$ cat config.mk
export PLATFORM = sky130hd
export DESIGN_NAME = pwm_run_irq_ctrl
export DESIGN_NICKNAME = d
export VERILOG_FILES = /design/src/rtl/pwm_ctl_pkg.sv /design/src/rtl/pwm_setclr_bits.sv /design/src/rtl/pwm_pend_latch.sv /design/src/rtl/pwm_run_irq_ctrl.sv
export SDC_FILE = /design/constraint.sdc
export NUM_CORES = 1
export LEC_CHECK = 0
export ABC_AREA = 1
export BUFFER_PORTS_ARGS = -buffer_cell sky130_fd_sc_hd__buf_2
export CORE_AREA = 2 2 85 87
export DETAILED_ROUTE_END_ITERATION = 7
export DIE_AREA = 0 0 87 89
export SKIP_CTS_REPAIR_TIMING = 1
export SLEW_MARGIN = 10
export SYNTH_ARGS = -nofsm -noshare
export SYNTH_HDL_FRONTEND = slang
export SYNTH_SLANG_ARGS = --single-unit
$ cat constraint.sdc
create_clock -name clk -period 2.5 [get_ports clk]
set_input_delay 0.25 -clock clk [delete_from_list [all_inputs] [get_ports clk]]
set_output_delay 0.25 -clock clk [all_outputs]
set_load 0.005 [all_outputs]
$ cat src/rtl/pwm_ctl_pkg.sv
package pwm_ctl_pkg;
  localparam int unsigned OFF_MODE   = 'h00;
  localparam int unsigned OFF_RUNSET = 'h04;
  localparam int unsigned OFF_RUNCLR = 'h08;
  localparam int unsigned OFF_RUNSTS = 'h0C;
  localparam int unsigned OFF_MSKSET = 'h10;
  localparam int unsigned OFF_MSKCLR = 'h14;
  localparam int unsigned OFF_MSKSTS = 'h18;
  localparam int unsigned OFF_PEND   = 'h1C;

  typedef enum logic [3:0] {
    SEL_NONE, SEL_MODE, SEL_RUNSET, SEL_RUNCLR, SEL_RUNSTS,
    SEL_MSKSET, SEL_MSKCLR, SEL_MSKSTS, SEL_PEND
  } reg_sel_e;
endpackage

$ cat src/rtl/pwm_setclr_bits.sv
module pwm_setclr_bits #(
  parameter int W = 4
) (
  input  logic         clk,
  input  logic         rst_n,
  input  logic         set_stb,
  input  logic         clr_stb,
  input  logic [W-1:0] bits,
  output logic [W-1:0] q
);
  logic [W-1:0] set_v, clr_v;
  assign set_v = set_stb ? bits : '0;
  assign clr_v = clr_stb ? bits : '0;

  always_ff @(posedge clk) begin
    if (!rst_n) q <= '0;
    else        q <= (q | set_v) & ~clr_v;
  end
endmodule

$ cat src/rtl/pwm_pend_latch.sv
module pwm_pend_latch #(
  parameter int W = 4
) (
  input  logic         clk,
  input  logic         rst_n,
  input  logic [W-1:0] events,
  input  logic         ack,
  output logic [W-1:0] q
);
  logic [W-1:0] kept;
  // events win over the acknowledge so nothing is dropped
  assign kept = ack ? '0 : q;

  always_ff @(posedge clk) begin
    if (!rst_n) q <= '0;
    else        q <= kept | events;
  end
endmodule

$ cat src/rtl/pwm_run_irq_ctrl.sv
module pwm_run_irq_ctrl
  import pwm_ctl_pkg::*;
#(
  parameter int NCH    = 4,
  parameter int ADDR_W = 12,
  parameter int DATA_W = 32
) (
  input  logic              clk,
  input  logic              rst_n,
  input  logic              bus_req,
  input  logic              bus_wr,
  input  logic [ADDR_W-1:0] bus_addr,
  input  logic [DATA_W-1:0] bus_wdata,
  output logic [DATA_W-1:0] bus_rdata,
  input  logic [NCH-1:0]    period_done,
  output logic [NCH-1:0]    chan_run,
  output logic [DATA_W-1:0] mode_cfg,
  output logic              irq
);
  reg_sel_e     sel;
  logic         wr_acc, rd_acc;
  logic [NCH-1:0] mask_q, pend_q;

  always_comb begin
    case (bus_addr)
      ADDR_W'(OFF_MODE):   sel = SEL_MODE;
      ADDR_W'(OFF_RUNSET): sel = SEL_RUNSET;
      ADDR_W'(OFF_RUNCLR): sel = SEL_RUNCLR;
      ADDR_W'(OFF_RUNSTS): sel = SEL_RUNSTS;
      ADDR_W'(OFF_MSKSET): sel = SEL_MSKSET;
      ADDR_W'(OFF_MSKCLR): sel = SEL_MSKCLR;
      ADDR_W'(OFF_MSKSTS): sel = SEL_MSKSTS;
      ADDR_W'(OFF_PEND):   sel = SEL_PEND;
      default:             sel = SEL_NONE;
    endcase
  end

  assign wr_acc = bus_req &  bus_wr;
  assign rd_acc = bus_req & ~bus_wr;

  pwm_setclr_bits #(.W(NCH)) u_run (
    .clk(clk), .rst_n(rst_n),
    .set_stb(wr_acc && sel == SEL_RUNSET),
    .clr_stb(wr_acc && sel == SEL_RUNCLR),
    .bits(bus_wdata[NCH-1:0]), .q(chan_run)
  );

  pwm_setclr_bits #(.W(NCH)) u_mask (
    .clk(clk), .rst_n(rst_n),
    .set_stb(wr_acc && sel == SEL_MSKSET),
    .clr_stb(wr_acc && sel == SEL_MSKCLR),
    .bits(bus_wdata[NCH-1:0]), .q(mask_q)
  );

  pwm_pend_latch #(.W(NCH)) u_pend (
    .clk(clk), .rst_n(rst_n),
    .events(period_done),
    .ack(rd_acc && sel == SEL_PEND),
    .q(pend_q)
  );

  always_ff @(posedge clk) begin
    if (!rst_n)                      mode_cfg <= '0;
    else if (wr_acc && sel == SEL_MODE) mode_cfg <= bus_wdata;
  end

  always_comb begin
    case (sel)
      SEL_MODE:   bus_rdata = mode_cfg;
      SEL_RUNSTS: bus_rdata = DATA_W'(chan_run);
      SEL_MSKSTS: bus_rdata = DATA_W'(mask_q);
      SEL_PEND:   bus_rdata = DATA_W'(pend_q);
      default:    bus_rdata = '0;
    endcase
  end

  assign irq = |(pend_q & mask_q);
endmodule

==> impl_metrics.env, run 1 <==
export IMPL_maxCapViolations=0
export IMPL_cp_max_fo=15
export IMPL_syn_mean_instance_area_um2=5.99
export IMPL_finalClockSkew_ps=0
export IMPL_worstSetupEndpointType="output pin"
export IMPL_crit_path_max_incr_delay_ps=300
export IMPL_num_rows=30
export IMPL_cpMostUsedCell="sky130_fd_sc_hd__nand2_1"
export IMPL_crit_chain="buf_2 -> nor2_1 -> nand2_1 -> nor2_4 -> nand2_1 -> nor2_2 -> nand2_1 -> buf_4 -> inv_2 -> nand2_1 -> nand3b_1 -> buf_2"
export IMPL_placed_cells=575
export IMPL_postRouteAntennaNets=0
export IMPL_io_pins=121
export IMPL_grtUsageMet2=0.283
export IMPL_timing_max_slew_rel_slack=0.647
export IMPL_clkSinkCount=44
export IMPL_die_area_um2=7740
export IMPL_ys_seq_elements=44
export IMPL_viasPerCell=4.37
export IMPL_gpl_final_weighted_congestion=0.885
export IMPL_clk_network_pwr_share=0.412
export IMPL_grt_pass1_vias=2291
export IMPL_placement_setup_worst_slack_ps=508
export IMPL_grt_start_max_net_pins=38
export IMPL_dpl_instance_area_um2=2980
export IMPL_postLayoutCellArea_um2=3090
export IMPL_drt_pre_antenna_iters=5
export IMPL_timing_critical_path_required_ps=2250
export IMPL_initial_util=0.344
export IMPL_grt_antenna_before_repair=0
export IMPL_final_net_count=554
export IMPL_post_synth_inst_count=386
export IMPL_max_vdd_ir_drop_mv=0.196
export IMPL_cts_buffers=5
export IMPL_min_period_over_period=0.796
export IMPL_tritoncts="done"
export IMPL_dpl_wire_length_um=4900
export IMPL_clkTransAtPathRegs_ps=100
export IMPL_total_leakage_power_nw=1.86
export IMPL_final_max_slew_viol_count=0
export IMPL_cp_arrival_ps=1740
export IMPL_grt_overflow_total=0
export IMPL_clock_tree_buffer_depth=2
export IMPL_mean_routed_wirelength_per_cell_um=11.1
export IMPL_yosysSeqAreaShare=0.381
export IMPL_design_power_total_mw=1.35
export IMPL_setup_violations=0
export IMPL_areaGrowthSynthToFinish_pct=33.6
export IMPL_power_share_sequential=0.523
export IMPL_buffer_ports_inserted=120
export IMPL_outcome="finished clean"
export IMPL_final_layout_size_suffix_gt1_frac=0.284
export IMPL_post_synth_num_cell_types=22
export IMPL_power_combinational_fraction=0.065
export IMPL_totalNegativeSetupSlack_ps=0
export IMPL_drt_initial_drc_count=103
export IMPL_startpoint_type="input port"
export IMPL_p_switching_mw=0.310
export IMPL_remaining_drc_errors=0
export IMPL_grt_first_pass_wirelength_um=10000
export IMPL_globalRouteMet1Util=0.196
export IMPL_final_util=0.460
export IMPL_drt_wl_total_um=6450
export IMPL_intPower_mw=1.04
export IMPL_finalWorstSetupSlack_ps=510
export IMPL_yosys_warnings=0
export IMPL_cts_root_buf="sky130_fd_sc_hd__clkbuf_8"
export IMPL_slew_at_the_pin_closest_to_its_max_slew_limit_ps=527
export IMPL_timing_hold_ws_ps=160
export IMPL_report_final_hold_viol_count=0
export IMPL_peak_freq_ghz=0.503
export IMPL_antenna_cells_inserted=0
export IMPL_crit_slowest_cell="sky130_fd_sc_hd__nor2_4"
export IMPL_core_area_um2=6720
export IMPL_criticalPathCategory="in2out"
export IMPL_vias=2549
export IMPL_fillerInstances=757
export IMPL_die_w_um=87
export IMPL_clk_insertion_delay_late_ps=290
export IMPL_synth_cell_area_um2=2310
export IMPL_die_h_um=89
export IMPL_power_density_nw_per_um2=438
export IMPL_stdcell_count=583
export IMPL_hold_class="in2reg"
export IMPL_global_route_usage_met3=0.0406
export IMPL_gr_usage_all_layers=0.164
export IMPL_grt_max_usage_layer="met2"
export IMPL_synth_net_count=438
export IMPL_rsz0062_at_grt="false"
export IMPL_clock_tree_htree_level_count=2
export IMPL_period_needed_ps=1990
export IMPL_switching_share=0.229
## final timing paths
check	cells past startpoint	slack, ps	from	to
min	3	160	bus_wdata[12]	mode_cfg[12]
min reg2reg	2	490	u_pend.q[1]	u_pend.q[1]
max	12	510	bus_addr[5]	bus_rdata[2]
max reg2reg	4	1780	u_run.q[3]	u_run.q[3]
## synth_stat cells
cell type                  number  share of area
sky130_fd_sc_hd__inv_2          2         0.0032
sky130_fd_sc_hd__buf_1          1         0.0016
sky130_fd_sc_hd__nand3b_1       4          0.013
sky130_fd_sc_hd__nand4_1       11          0.030
sky130_fd_sc_hd__inv_1         56          0.091
sky130_fd_sc_hd__nor3_1         1         0.0022
sky130_fd_sc_hd__clkbuf_1       2         0.0032
sky130_fd_sc_hd__nand2_2        1         0.0027
sky130_fd_sc_hd__buf_4          4          0.013
sky130_fd_sc_hd__o21ai_0        2         0.0043
sky130_fd_sc_hd__nor2_4         2         0.0097
sky130_fd_sc_hd__nand3_4        1         0.0076
sky130_fd_sc_hd__nor2_1       111           0.18
sky130_fd_sc_hd__a21oi_1        8          0.017
sky130_fd_sc_hd__nand3_1        8          0.017
sky130_fd_sc_hd__clkinv_1       1         0.0016
sky130_fd_sc_hd__nand2_1      114           0.18
sky130_fd_sc_hd__buf_2          8          0.017
sky130_fd_sc_hd__nor2_2         3         0.0081
sky130_fd_sc_hd__dfxtp_1       44           0.38
sky130_fd_sc_hd__o21ai_4        1         0.0070
sky130_fd_sc_hd__nand3_2        1         0.0043
## cell type report
type | instances | area, um2 | share of cell area
Clock buffer | 5 | 68.8 | 0.0223
Clock inverter | 3 | 47.5 | 0.0154
Inverter | 59 | 221 | 0.0716
Multi-Input combinational cell | 268 | 1130 | 0.365
Sequential cell | 44 | 881 | 0.285
Tap cell | 80 | 100 | 0.0324
Timing Repair Buffer | 124 | 643 | 0.208
## layer usage
| layer | part of all wire | wire, um | vias up |
|---|---|---|---|
| met5 | 0 | 0 | - |
| met4 | 0.021 | 134 | 0 |
| met3 | 0.059 | 378 | 12 |
| met2 | 0.48 | 3100 | 82 |
| met1 | 0.44 | 2830 | 1088 |
| li1 | - | - | 1367 |
## worst max-delay path: cells and delay by family
family | cells | cell delay (ps)
and+or+nand+nor | 8 | 980
buffers and inverters | 4 | 500
## power by group through the flow
stage               combinational (mW)  sequential, mW  clock (mW)
finish                          0.0877           0.708       0.558
global route                    0.0986           0.709       0.616
CTS                             0.0886           0.708       0.577
detailed placement              0.0881           0.725           0
global placement                0.0878           0.724           0
floorplan                       0.0343           0.724           0
## placed cells by master (no fill, tap or decap)
master | netlist | final
sky130_fd_sc_hd__buf_12 | 0 | 1
sky130_fd_sc_hd__nor3_1 | 1 | 1
sky130_fd_sc_hd__buf_4 | 4 | 3
sky130_fd_sc_hd__inv_2 | 2 | 2
sky130_fd_sc_hd__buf_2 | 8 | 120
sky130_fd_sc_hd__o21ai_4 | 1 | 1
sky130_fd_sc_hd__nor2_1 | 111 | 111
sky130_fd_sc_hd__bufinv_16 | 0 | 1
sky130_fd_sc_hd__nand3_2 | 1 | 1
sky130_fd_sc_hd__a21oi_1 | 8 | 8
sky130_fd_sc_hd__clkinv_1 | 1 | 1
sky130_fd_sc_hd__clkbuf_8 | 0 | 5
sky130_fd_sc_hd__nand4_1 | 11 | 11
sky130_fd_sc_hd__inv_1 | 56 | 56
sky130_fd_sc_hd__nand2_2 | 1 | 1
sky130_fd_sc_hd__nand3b_1 | 4 | 4
sky130_fd_sc_hd__nand3_1 | 8 | 8
sky130_fd_sc_hd__nor2_4 | 2 | 2
sky130_fd_sc_hd__nor2_2 | 3 | 3
sky130_fd_sc_hd__nand3_4 | 1 | 1
sky130_fd_sc_hd__clkinv_4 | 0 | 2
sky130_fd_sc_hd__o21ai_0 | 2 | 2
sky130_fd_sc_hd__dfxtp_1 | 44 | 44
sky130_fd_sc_hd__nand2_1 | 114 | 114
## registers in the layout, indices dropped and copies added, names as in the netlist
signal / cells
u_mask.q: 4
u_pend.q: 4
mode_cfg: 32
u_run.q: 4
## cell families (layout without fill, tap and decap cells)
logic type      Yosys count  in the layout  share of synthesized area
simple gates            257            257                      0.460
flops                    44             44                      0.381
buf+inv                  74            191                      0.131
compound gates           11             11                     0.0287
Note: power is estimated with default switching activity, not from simulation.
==> inputs of run 2 (changes only) <==
==> constraint.sdc (replaced) <==
create_clock -name clk -period 1.9 [get_ports clk]
set_input_delay 0.19 -clock clk [delete_from_list [all_inputs] [get_ports clk]]
set_output_delay 0.19 -clock clk [all_outputs]
set_load 0.005 [all_outputs]
==> run 2 against run 1 <==
  * Clock skew stayed put
  * Setup slack worse by 320 ps
  * Register-to-register slack worse by 560 ps
  * Utilization is 0.26 points higher
  * Clock-buffer cell count is 1 higher
  * Design area is 0.57% higher
  * Die area stayed put
  * Sequential power is 32% higher
  * Hold slack worse by 49 ps
  * Via count is 0.59% higher
  * Critical path type unchanged
  * Critical endpoint is now bus_rdata[22]
  * Largest cell class unchanged
==> impl_metrics.env, run 2 (same netlist as run 1, synthesis figures left out) <==
export IMPL_outcome="finished clean"
export IMPL_final_max_slew_viol_count=0
export IMPL_die_area_um2=7740
export IMPL_cp_arrival_ps=1520
export IMPL_top_register="mode_cfg"
export IMPL_area_taken_by_multi_input_logic_gates_um2=1140
export IMPL_total_leakage_power_nw=1.86
export IMPL_drt_initial_drc_count=118
export IMPL_grt_pass1_vias=2226
export IMPL_min_period_over_period=0.898
export IMPL_critical_path_sink="bus_rdata[22]"
export IMPL_worstSetupEndpointType="output pin"
export IMPL_clkTransAtPathRegs_ps=80
export IMPL_critical_path_startpoint="bus_addr[11]"
export IMPL_grt_overflow_total=0
export IMPL_rsz0062_at_grt="false"
export IMPL_gpl_final_weighted_congestion=0.843
export IMPL_remaining_drc_errors=0
export IMPL_cts_root_buf="sky130_fd_sc_hd__clkbuf_8"
export IMPL_maxCapViolations=0
export IMPL_viasPerCell=4.38
export IMPL_buffer_ports_inserted=120
export IMPL_startpoint_type="input port"
export IMPL_worst_r2r_cell_count=4
export IMPL_period_needed_ps=1710
export IMPL_grt_start_max_net_pins=65
export IMPL_initial_util=0.344
export IMPL_setup_violations=0
export IMPL_mean_routed_wirelength_per_cell_um=10.8
export IMPL_antenna_cells_inserted=0
export IMPL_hold_class="in2reg"
export IMPL_drt_wl_total_um=6300
export IMPL_ff2ff_setup_slack_ps=1220
export IMPL_die_w_um=87
export IMPL_postRouteAntennaNets=0
export IMPL_crit_reg2reg_launch="u_run.q[1]"
export IMPL_vias=2564
export IMPL_design_power_total_mw=1.67
export IMPL_tritoncts="done"
export IMPL_fillerInstances=740
export IMPL_number_of_flip_flops_under_the_largest_register_name=32
export IMPL_layout_commonest_cell="sky130_fd_sc_hd__buf_2"
export IMPL_reg2reg_to="u_run.q[1]"
export IMPL_peak_freq_ghz=0.586
export IMPL_final_layout_size_suffix_gt1_frac=0.291
export IMPL_final_net_count=557
export IMPL_clk_insertion_delay_late_ps=300
export IMPL_clkSinkCount=44
export IMPL_gr_usage_all_layers=0.164
export IMPL_dpl_wire_length_um=4840
export IMPL_die_h_um=89
export IMPL_timing_critical_path_required_ps=1710
export IMPL_power_density_nw_per_um2=539
export IMPL_core_area_um2=6720
export IMPL_grt_first_pass_wirelength_um=10100
export IMPL_drt_pre_antenna_iters=4
export IMPL_totalNegativeSetupSlack_ps=0
export IMPL_finalClockSkew_ps=0
export IMPL_criticalPathCategory="in2out"
export IMPL_clock_tree_htree_level_count=2
export IMPL_cp_max_fo=14
export IMPL_leading_cell_types_in_the_layout_fill_and_taps_excluded="sky130_fd_sc_hd__buf_2, sky130_fd_sc_hd__nand2_1, sky130_fd_sc_hd__nor2_1"
export IMPL_timing_hold_ws_ps=111
export IMPL_final_util=0.463
export IMPL_num_rows=30
export IMPL_clock_tree_buffer_depth=2
export IMPL_ff_latch_area_um2=881
export IMPL_grt_antenna_before_repair=0
export IMPL_slew_at_the_pin_closest_to_its_max_slew_limit_ps=556
export IMPL_io_pins=121
export IMPL_cts_buffers=5
export IMPL_timing_max_slew_rel_slack=0.628
export IMPL_report_final_hold_viol_count=0
export IMPL_max_vdd_ir_drop_mv=0.233
export IMPL_areaGrowthSynthToFinish_pct=34.4
run 2: metrics by stage:
stage	instance area [um2]	setup slack [ps]	instances
after global routing	3110	11.7	586
after detailed placement	3000	120	576
after CTS	3090	126	584
after floorplan	2310	482	386
after global placement	3000	156	576
final	3110	194	586
run 2: cell type report:
| type | instances | share of cell area |
|---|---|---|
| Timing Repair Buffer | 126 | 0.216 |
| Inverter | 59 | 0.0712 |
| Clock buffer | 6 | 0.0266 |
| Clock inverter | 2 | 0.00483 |
| Tap cell | 80 | 0.0322 |
| Multi-Input combinational cell | 269 | 0.366 |
| Sequential cell | 44 | 0.283 |
run 2: worst min-delay path by stage:
stage	startpoint	endpoint	slack, ps	depth (start not counted)
3_5_place_dp	bus_wdata[27]	mode_cfg[27]	420	3
4_1_cts	bus_wdata[27]	mode_cfg[27]	100	3
6_report	bus_wdata[12]	mode_cfg[12]	110	3
5_1_grt	bus_wdata[12]	mode_cfg[12]	100	3
3_3_place_gp	bus_wdata[15]	mode_cfg[15]	410	3
2_1_floorplan	period_done[0]	u_pend.q[0]	320	2
run 2: metal layers:
metal / GRT usage / vias up / routed length, um
li1: - / 1377 / -
met1: 0.197 / 1102 / 2750
met2: 0.287 / 78 / 3100
met3: 0.0480 / 7 / 382
met4: 0.0426 / 0 / 75
met5: 0 / - / 0
run 2: where the power goes:
| group | total [mW] | switching, mW | internal, mW |
|---|---|---|---|
| combinational | 0.120 | 0.0665 | 0.0533 |
| sequential | 0.932 | 0.00490 | 0.927 |
| clock | 0.622 | 0.328 | 0.294 |
run 2: critical path: stages:
cell and delay [ps]:
sky130_fd_sc_hd__buf_2 100, sky130_fd_sc_hd__nor2_1 90, sky130_fd_sc_hd__nand2_1 140, sky130_fd_sc_hd__nor2_4 200, sky130_fd_sc_hd__buf_4 150, sky130_fd_sc_hd__o21ai_4 90
sky130_fd_sc_hd__nand2_1 150, sky130_fd_sc_hd__buf_4 230, sky130_fd_sc_hd__nor2_1 60, sky130_fd_sc_hd__buf_2 120
==> inputs of run 3 (changes only) <==
--- a/config.mk
+++ b/config.mk
@@ -7,9 +7,10 @@
 export LEC_CHECK = 0
 export ABC_AREA = 1
 export BUFFER_PORTS_ARGS = -buffer_cell sky130_fd_sc_hd__buf_2
-export CORE_AREA = 2 2 85 87
+export CORE_AREA = 2 2 75 77
 export DETAILED_ROUTE_END_ITERATION = 7
-export DIE_AREA = 0 0 87 89
+export DIE_AREA = 0 0 77 79
+export PLACE_DENSITY = 0.79
 export SKIP_CTS_REPAIR_TIMING = 1
 export SLEW_MARGIN = 10
 export SYNTH_ARGS = -nofsm -noshare
==> run 3 against run 2 <==
  * Register-to-register slack worse by 40 ps
  * Clock skew stayed put
  * Critical endpoint is now bus_rdata[0]
  * Non-clock buffer count is 3 higher
  * Clock-buffer cell count is 1 higher
  * Clock power is 1% lower
  * Largest power group unchanged
  * Design area is 0.20% lower
  * Combinational power hardly changed
  * Sequential power hardly changed
  * Flip-flop and latch count stayed put
  * First-iteration DRC count is 41% higher
  * Highest routed layer unchanged
  * Utilization is 12 points higher
  * Setup slack worse by 33 ps
==> impl_metrics.env, run 3 (same netlist as run 1, synthesis figures left out) <==
export IMPL_die_h_um=79
export IMPL_power_density_nw_per_um2=536
export IMPL_dpl_wire_length_um=4640
export IMPL_switching_share=0.233
export IMPL_hold_class="in2reg"
export IMPL_ff_latch_area_um2=881
export IMPL_intPower_mw=1.28
export IMPL_remaining_drc_errors=0
export IMPL_final_layout_size_suffix_gt1_frac=0.291
export IMPL_layout_commonest_cell="sky130_fd_sc_hd__buf_2"
export IMPL_maxCapViolations=0
export IMPL_critical_path_top_delay_family="simple AND/OR/NAND/NOR gates"
export IMPL_finalClockSkew_ps=0
export IMPL_totalNegativeSetupSlack_ps=0
export IMPL_clkTransAtPathRegs_ps=80
export IMPL_timing_hold_ws_ps=110
export IMPL_drt_pre_antenna_iters=4
export IMPL_drt_wl_total_um=6140
export IMPL_area_taken_by_multi_input_logic_gates_um2=1140
export IMPL_global_route_usage_met3=0.0318
export IMPL_total_leakage_power_nw=1.88
export IMPL_clk_network_pwr_share=0.368
export IMPL_power_share_sequential=0.560
export IMPL_die_w_um=77
export IMPL_mean_routed_wirelength_per_cell_um=10.6
export IMPL_outcome="finished clean"
export IMPL_gpl_final_weighted_congestion=0.841
export IMPL_areaGrowthSynthToFinish_pct=34.1
export IMPL_leading_cell_types_in_the_layout_fill_and_taps_excluded="sky130_fd_sc_hd__buf_2, sky130_fd_sc_hd__nand2_1, sky130_fd_sc_hd__nor2_1"
export IMPL_clock_tree_htree_level_count=2
export IMPL_cp_arrival_ps=1550
export IMPL_globalRouteMet1Util=0.235
export IMPL_power_combinational_fraction=0.071
export IMPL_grt_antenna_before_repair=0
export IMPL_final_net_count=560
export IMPL_worstSetupEndpointType="output pin"
export IMPL_startpoint_type="input port"
export IMPL_crit_slowest_cell="sky130_fd_sc_hd__nor2_1"
export IMPL_path_buf_inv=2
export IMPL_initial_util=0.433
export IMPL_clk_insertion_delay_late_ps=290
export IMPL_timing_critical_path_required_ps=1710
export IMPL_num_rows=27
export IMPL_die_area_um2=6080
export IMPL_min_period_over_period=0.915
export IMPL_number_of_flip_flops_under_the_largest_register_name=32
export IMPL_top_register="mode_cfg"
export IMPL_cts_buffers=5
export IMPL_postRouteAntennaNets=0
export IMPL_grtUsageMet2=0.371
export IMPL_criticalPathCategory="in2out"
export IMPL_clock_tree_buffer_depth=2
export IMPL_period_needed_ps=1740
export IMPL_io_pins=121
export IMPL_grt_pass1_vias=2390
export IMPL_antenna_cells_inserted=0
export IMPL_setup_violations=0
export IMPL_crit_path_max_incr_delay_ps=230
export IMPL_peak_freq_ghz=0.575
export IMPL_fillerInstances=547
export IMPL_cts_root_buf="sky130_fd_sc_hd__clkbuf_8"
export IMPL_grt_start_max_net_pins=65
export IMPL_core_area_um2=5340
export IMPL_drt_initial_drc_count=166
export IMPL_viasPerCell=4.56
export IMPL_crit_chain="buf_2 -> nor2_2 -> nand2_1 -> nor2_1 -> nand2_1 -> nand2_1 -> nand2_1 -> nor2_2 -> nand2_1 -> nand3b_1 -> buf_2"
export IMPL_rsz0062_at_grt="false"
export IMPL_cpMostUsedCell="sky130_fd_sc_hd__nand2_1"
export IMPL_buffer_ports_inserted=120
export IMPL_p_switching_mw=0.388
export IMPL_final_util=0.581
export IMPL_timing_max_slew_rel_slack=0.628
export IMPL_max_vdd_ir_drop_mv=0.369
export IMPL_grt_first_pass_wirelength_um=10100
export IMPL_grt_max_usage_layer="met2"
export IMPL_tritoncts="done"
export IMPL_slew_at_the_pin_closest_to_its_max_slew_limit_ps=556
export IMPL_report_final_hold_viol_count=0
export IMPL_vias=2647
export IMPL_clkSinkCount=44
export IMPL_cp_max_fo=5
export IMPL_grt_overflow_total=0
export IMPL_gr_usage_all_layers=0.200
export IMPL_final_max_slew_viol_count=0
## run 3: final cells by class
| cell class | count | area share |
|---|---|---|
| timing repair buffer | 129 | 0.219 |
| sequential | 44 | 0.284 |
| clock inverter | 1 | 0.00242 |
| inverter | 59 | 0.0714 |
| tap | 72 | 0.0290 |
| clock buffer | 7 | 0.0278 |
| multi-input combinational | 269 | 0.366 |
## run 3: stage by stage
| stage | power [mW] | instance area, um2 | instances | setup slack (ps) |
|---|---|---|---|---|
| 2_1_floorplan | 0.998 | 2310 | 386 | 482 |
| 3_3_place_gp | 1.07 | 2970 | 568 | 164 |
| 3_5_place_dp | 1.07 | 2970 | 568 | 99.1 |
| 4_1_cts | 1.68 | 3070 | 576 | 94.0 |
| 5_1_grt | 1.73 | 3100 | 581 | 11.3 |
| 6_report | 1.66 | 3100 | 581 | 161 |
## run 3: path summary, 6_finish.rpt
kind / startpoint / endpoint / slack, ps / cells after the start
max: bus_addr[0] / bus_rdata[0] / 160 / 11
min: bus_wdata[17] / mode_cfg[17] / 110 / 3
max reg2reg: u_run.q[0] / u_run.q[0] / 1180 / 4
min reg2reg: u_pend.q[0] / u_pend.q[0] / 480 / 2
## run 3: worst register-to-register path, cell delays in order, from the launching register on
cell	delay, ps
sky130_fd_sc_hd__dfxtp_1	400
sky130_fd_sc_hd__inv_1	70
sky130_fd_sc_hd__nand2_1	80
sky130_fd_sc_hd__nand2_1	50
sky130_fd_sc_hd__nor2_1	70
## run 3: power by group through the flow
stage	clock network (mW)	registers, mW	logic [mW]
after detailed placement	0	0.954	0.116
after floorplan	0	0.953	0.0452
after global placement	0	0.954	0.113
after CTS	0.632	0.932	0.116
final	0.613	0.932	0.118
after global routing	0.665	0.933	0.135
## run 3: per-layer routing
metal | up-vias | share of wire
li1 | 1380 | -
met1 | 1166 | 0.43
met2 | 90 | 0.50
met3 | 11 | 0.054
met4 | 0 | 0.016
met5 | - | 0
